File: src/rtl/plru8_keeper.sv
module plru8_keeper #(
  parameter int SETS = 16,
  localparam int SW = (SETS > 1) ? $clog2(SETS) : 1
) (
  input  logic          clk,
  input  logic          rst,
  input  logic          u0_vld,
  input  logic [SW-1:0] u0_set,
  input  logic [2:0]    u0_way,
  input  logic          u1_vld,
  input  logic [SW-1:0] u1_set,
  input  logic [2:0]    u1_way,
  input  logic [SW-1:0] lk_set,
  output logic [2:0]    lk_way,
  output logic [9:0]    lk_state
);
  localparam logic [9:0] INIT = 10'h029;

  logic [9:0] mem [SETS];
  logic [9:0] nxt [SETS];

  function automatic logic [9:0] touch(input logic [9:0] st, input logic [2:0] w);
    logic [9:0] n;
    n = st;
    case (w[2:1])
      2'd0: begin n[0] = 1'b0; n[3] = 1'b0; n[5] = 1'b0; end
      2'd1: begin n[5] = 1'b1; n[1] = 1'b0; n[4] = 1'b0; end
      2'd2: begin n[3] = 1'b1; n[4] = 1'b1; n[2] = 1'b0; end
      default: begin n[0] = 1'b1; n[1] = 1'b1; n[2] = 1'b1; end
    endcase
    n[6 + int'(w[2:1])] = ~w[0];
    return n;
  endfunction

  always_comb begin
    for (int s = 0; s < SETS; s++) begin
      nxt[s] = mem[s];
      if (u0_vld && u0_set == SW'(s)) nxt[s] = touch(nxt[s], u0_way);
      if (u1_vld && u1_set == SW'(s)) nxt[s] = touch(nxt[s], u1_way);
    end
  end

  always_ff @(posedge clk) begin
    for (int s = 0; s < SETS; s++)
      mem[s] <= rst ? INIT : nxt[s];
  end

  assign lk_state = mem[lk_set];

  logic [3:0] oldest;
  logic [1:0] pv;
  assign oldest[0] =  lk_state[5] &  lk_state[3] &  lk_state[0];
  assign oldest[1] = ~lk_state[5] &  lk_state[4] &  lk_state[1];
  assign oldest[2] = ~lk_state[3] & ~lk_state[4] &  lk_state[2];
  assign oldest[3] = ~lk_state[0] & ~lk_state[1] & ~lk_state[2];

  always_comb begin
    pv = 2'd0;
    for (int e = 0; e < 4; e++)
      if (oldest[e]) pv = 2'(e);
  end

  assign lk_way = {pv, lk_state[6 + int'(pv)]};
endmodule

File: config.mk
export PLATFORM = sky130hd
export DESIGN_NAME = plru8_keeper
export DESIGN_NICKNAME = d
export VERILOG_FILES = /design/src/rtl/plru8_keeper.sv
export SDC_FILE = /design/constraint.sdc
export NUM_CORES = 1
export LEC_CHECK = 0
export BUFFER_PORTS_ARGS = -buffer_cell sky130_fd_sc_hd__buf_2
export CORE_MARGIN = 4
export CORE_UTILIZATION = 40
export CTS_CLUSTER_SIZE = 8
export DETAILED_ROUTE_END_ITERATION = 16
export HOLD_SLACK_MARGIN = 0.05
export PLACE_DENSITY = 0.55
export SLEW_MARGIN = 30
export SYNTH_ARGS = -nofsm -noshare
export SYNTH_HDL_FRONTEND = slang
export SYNTH_SLANG_ARGS = --single-unit
File: constraint.sdc
create_clock -name clk -period 3.57 [get_ports clk]
set_clock_uncertainty 0.2 [all_clocks]
set_input_delay 0.714 -clock clk [delete_from_list [all_inputs] [get_ports clk]]
set_output_delay 0.714 -clock clk [all_outputs]
set_load 0.005 [all_outputs]
==> summary.md <==
| Metric | Value |
|---|---|
| Hold_ws | `0.3599 ns` |
| Pre-CTS setup slack | `-0.1932 ns` |
| Internal cell power | `0.002999 W` |
| Vias in the first global route | `8954` |
| Number of synthesized flops with an enable pin | `0` |
| Post-detailed-route DRC marker count | `0` |
| Skew-Pair Late Insertion Delay | `0.43 ns` |
| Overflow after GRT | `0` |
| Leakage dissipation | `3.901 nW` |
| WL final | `36630 um` |
| Die span in y | `166.0 um` |
| Final Worst Setup Slack | `-0.03504 ns` |
| Post-synthesis area per instance | `8.101 um^2` |
| Gr usage total | `25.66%` |
| Final Power | `0.004205 W` |
| Final period util | `101.0%` |
| Starting DRT DRC Count | `1254` |
| FF+latch count, synth | `160` |
| Fraction of power spent switching nets | `28.68%` |
| Post-synth net total | `1266` |
| IO Count | `35` |
| Final max-slew violation count | `0` |
| Floorplan core area | `24460 um^2` |
| Routed via count divided by cell count | `6.303` |
| Share of power burned in combinational logic | `13.1%` |
| Worst Min Path Start | `mem[6][5]$_SDFF_PP1_` |
| Max frequency | `277.4 MHz` |
| Tightest Pin Transition | `0.7827 ns` |
| Post-layout instance area | `11340 um^2` |
| Run status | `finished with violations` |
| Worst-case clock buffer depth | `2` |
| Distinct cell type count after synthesis | `46` |
| Sinks on Clock Net | `160` |
| Part of the Yosys area used for sequential elements | `32.07%` |
| Wire per inst | `23.30 um` |
| Number of flip-flops under the largest register name | `160` |
| GRT met2 Usage | `39.90%` |
| Gate Count Post-Synth | `1233` |
| Die width | `166.0 um` |
| Startpoint of the lowest-slack register-to-register path | `mem[0][0]$_SDFF_PP1_` |
| Multi-input combinational cell area | `6227 um^2` |
| Final Hold Vio Count | `0` |
| CTS tree | `done` |
| Number of buffers created by CTS | `17` |
| Worst Hold Path EP | `mem[6][5]$_SDFF_PP1_` |
| Dominant cells by area after synthesis | `dfxtp_1, mux4_2, o21ai_0` |
| Storage element area | `3203 um^2` |
| Max FO, Critical Path | `6` |
| Headroom to the max-slew limit | `47.82%` |
| Prevailing post-synth register cell | `dfxtp_1` |
| Net switching power | `0.001206 W` |
| Count of port buffers added during placement | `34` |
| Syn. warnings | `0` |
| Buffer cell driving the clock tree root | `clkbuf_16` |
| Share of the synthesized area in the top cell type | `32.07%` |
| Violated checks | `negative setup slack` |
| Clock share of power | `43.4%` |
| Row cnt | `57` |
| Share of power burned in registers | `43.6%` |
| HPWL Detailed | `25140 um` |
| Count of cells along the worst register-to-register path | `4` |
| GR Util met3 | `4.142%` |
| First-pass GRT wire length | `56210 um` |
| Crit. End Element | `primary output` |
| Data arrival at the endpoint of the critical path | `2.69 ns` |
| Reg-to-reg critical path endpoint | `mem[0][0]$_SDFF_PP1_` |
| Crit path required time | `2.66 ns` |
| Nets | `1268` |
| Clock slew seen by the registers of the worst setup and hold paths | `0.06 ns` |
| Starting Density | `40.83%` |
| Flop2flop setup slack | `2.34 ns` |
| Setup violators final | `3` |
| Number of fill cells in the layout | `2367` |
| TritonRoute pass-1 iters | `5` |
| Antenna violation net count after detailed routing | `0` |
| Netlist area before placement | `9988 um^2` |
| Routability congestion estimate from global placement | `0.9079` |
| Maximum VDD drop | `0.2323 mV` |
| Area added between synthesis and finish | `13.52%` |
| Met1 demand-to-capacity share in global routing | `37.64%` |
| Class of the tightest hold or removal check | `flop to flop` |
| Largest reg by FF count | `mem` |
| Worst Setup Path Type | `primary input to primary output` |
| Number of buffers inserted for hold repair after clock tree synthesis | `0` |
| RSZ-0062 raised after global routing | `yes` |
| H-tree depth | `4` |
| Power density of the placed cells | `370.8 nW/um^2` |
| Area post-placement | `10690 um^2` |
| Share of flip-flops with an asynchronous set or reset | `0%` |
| Largest registers ranked by flip-flop count | `mem: 160 flops` |
| Grt peak-use layer | `met2` |
| Die outline area | `27560 um^2` |
| Post-synth top area cell | `dfxtp_1` |
| Total number of vias | `9908` |
| Share of layout cells above drive strength 1 | `16.52%` |
| Largest net degree at the start of global routing | `67` |
| Max-capacitance violation count | `0` |
| Count of cells along the worst hold path | `2` |
| Clock period minus worst slack | `3.605 ns` |
| Number of antenna violations at the first check in global routing | `4` |
| Critical path startpoint category | `primary input` |
-- layer usage --
layer	vias up	routed length (um)
li1	4569	-
met1	4765	16280
met2	519	16750
met3	49	2987
met4	6	579
met5	-	34
-- power groups by stage --
stage          clock network (W)  registers (W)  logic [W]
6_report                 0.00182        0.00183   0.000549
4_1_cts                  0.00184        0.00183   0.000535
2_1_floorplan                  0        0.00186   0.000336
5_1_grt                  0.00191        0.00183   0.000584
3_3_place_gp                   0        0.00187   0.000520
3_5_place_dp                   0        0.00187   0.000525
-- cell usage after synthesis (9+ instances only) --
cell type / number
a21oi_1: 80
ha_1: 11
a211oi_1: 9
and3b_1: 11
clkbuf_1: 102
nand3_1: 42
a2bb2oi_1: 9
o31a_1: 16
nand2_1: 186
mux2i_1: 47
inv_1: 25
a221oi_1: 34
buf_1: 15
dfxtp_1: 160
a21o_1: 28
nor2_1: 118
a311oi_1: 57
o2bb2ai_1: 11
o221ai_1: 10
o21ai_0: 140
mux4_2: 42
-- repair_timing --
action                                  in CTS  in global routing
setup buffers                                1                  1
endpoints found under the setup margin       3                  3
pin swaps                                    4                  0
gates cloned                                 1                  0
endpoints found under the hold margin        0                  0
resized for setup                           10                  5
-- worst max path at each step --
stage               from         to  slack [ns]  cells after the start
2_1_floorplan  lk_set[1]  lk_way[0]        0.17                      7
3_3_place_gp   lk_set[0]  lk_way[0]       -0.18                      8
3_5_place_dp   lk_set[0]  lk_way[0]       -0.19                      8
4_1_cts        lk_set[0]  lk_way[0]       -0.04                      8
5_1_grt        lk_set[0]  lk_way[0]       -0.10                     10
6_report       lk_set[0]  lk_way[0]       -0.04                      8
-- cell families after synthesis --
| family | after synthesis | synth area share [%] |
|---|---|---|
| muxes | 101 | 16.13 |
| DFF | 160 | 32.07 |
| buffers and inverters | 150 | 5.800 |
| adders and majority gates | 11 | 1.378 |
| AOI/OAI and AO/OA | 416 | 27.63 |
| and+or+nand+nor | 395 | 16.99 |
-- layout by cell type, fill, tap and decap left out, types with 25 or more instances in the layout --
master    count
nand2_1     185
nor2_1      118
a21o_1       28
mux2i_1      47
a311oi_1     57
buf_4        65
a221oi_1     34
dfxtp_1     160
buf_2        31
o21ai_0     140
a21oi_1      79
inv_1        25
nand3_1      42
mux4_2       45
-- stage by stage --
step | instances | util, % | TNS [ns]
after floorplan | 1233 | - | 0
after global routing | 1572 | 46.35 | -0.2412
final | 1572 | 46.35 | -0.07220
after global placement | 1537 | 43.68 | -0.2041
after CTS | 1570 | 46.24 | -0.07317
after detailed placement | 1537 | 43.69 | -0.2363
-- final cells by class --
class	count	area share, %
Antenna cell	1	0.02207
Clock buffer	20	4.116
Clock inverter	11	0.9490
Inverter	27	0.8938
Multi-Input combinational cell	923	54.92
Sequential cell	160	28.25
Tap cell	324	3.575
Timing Repair Buffer	106	7.272
-- critical path: stages --
cell     delay (ns)
buf_12         0.10
buf_12         0.13
mux4_2         0.50
mux4_2         0.51
or3_4          0.39
o22ai_2        0.15
a31oi_1        0.05
buf_2          0.13
No activity file was read; power rests on OpenSTA's default activity.
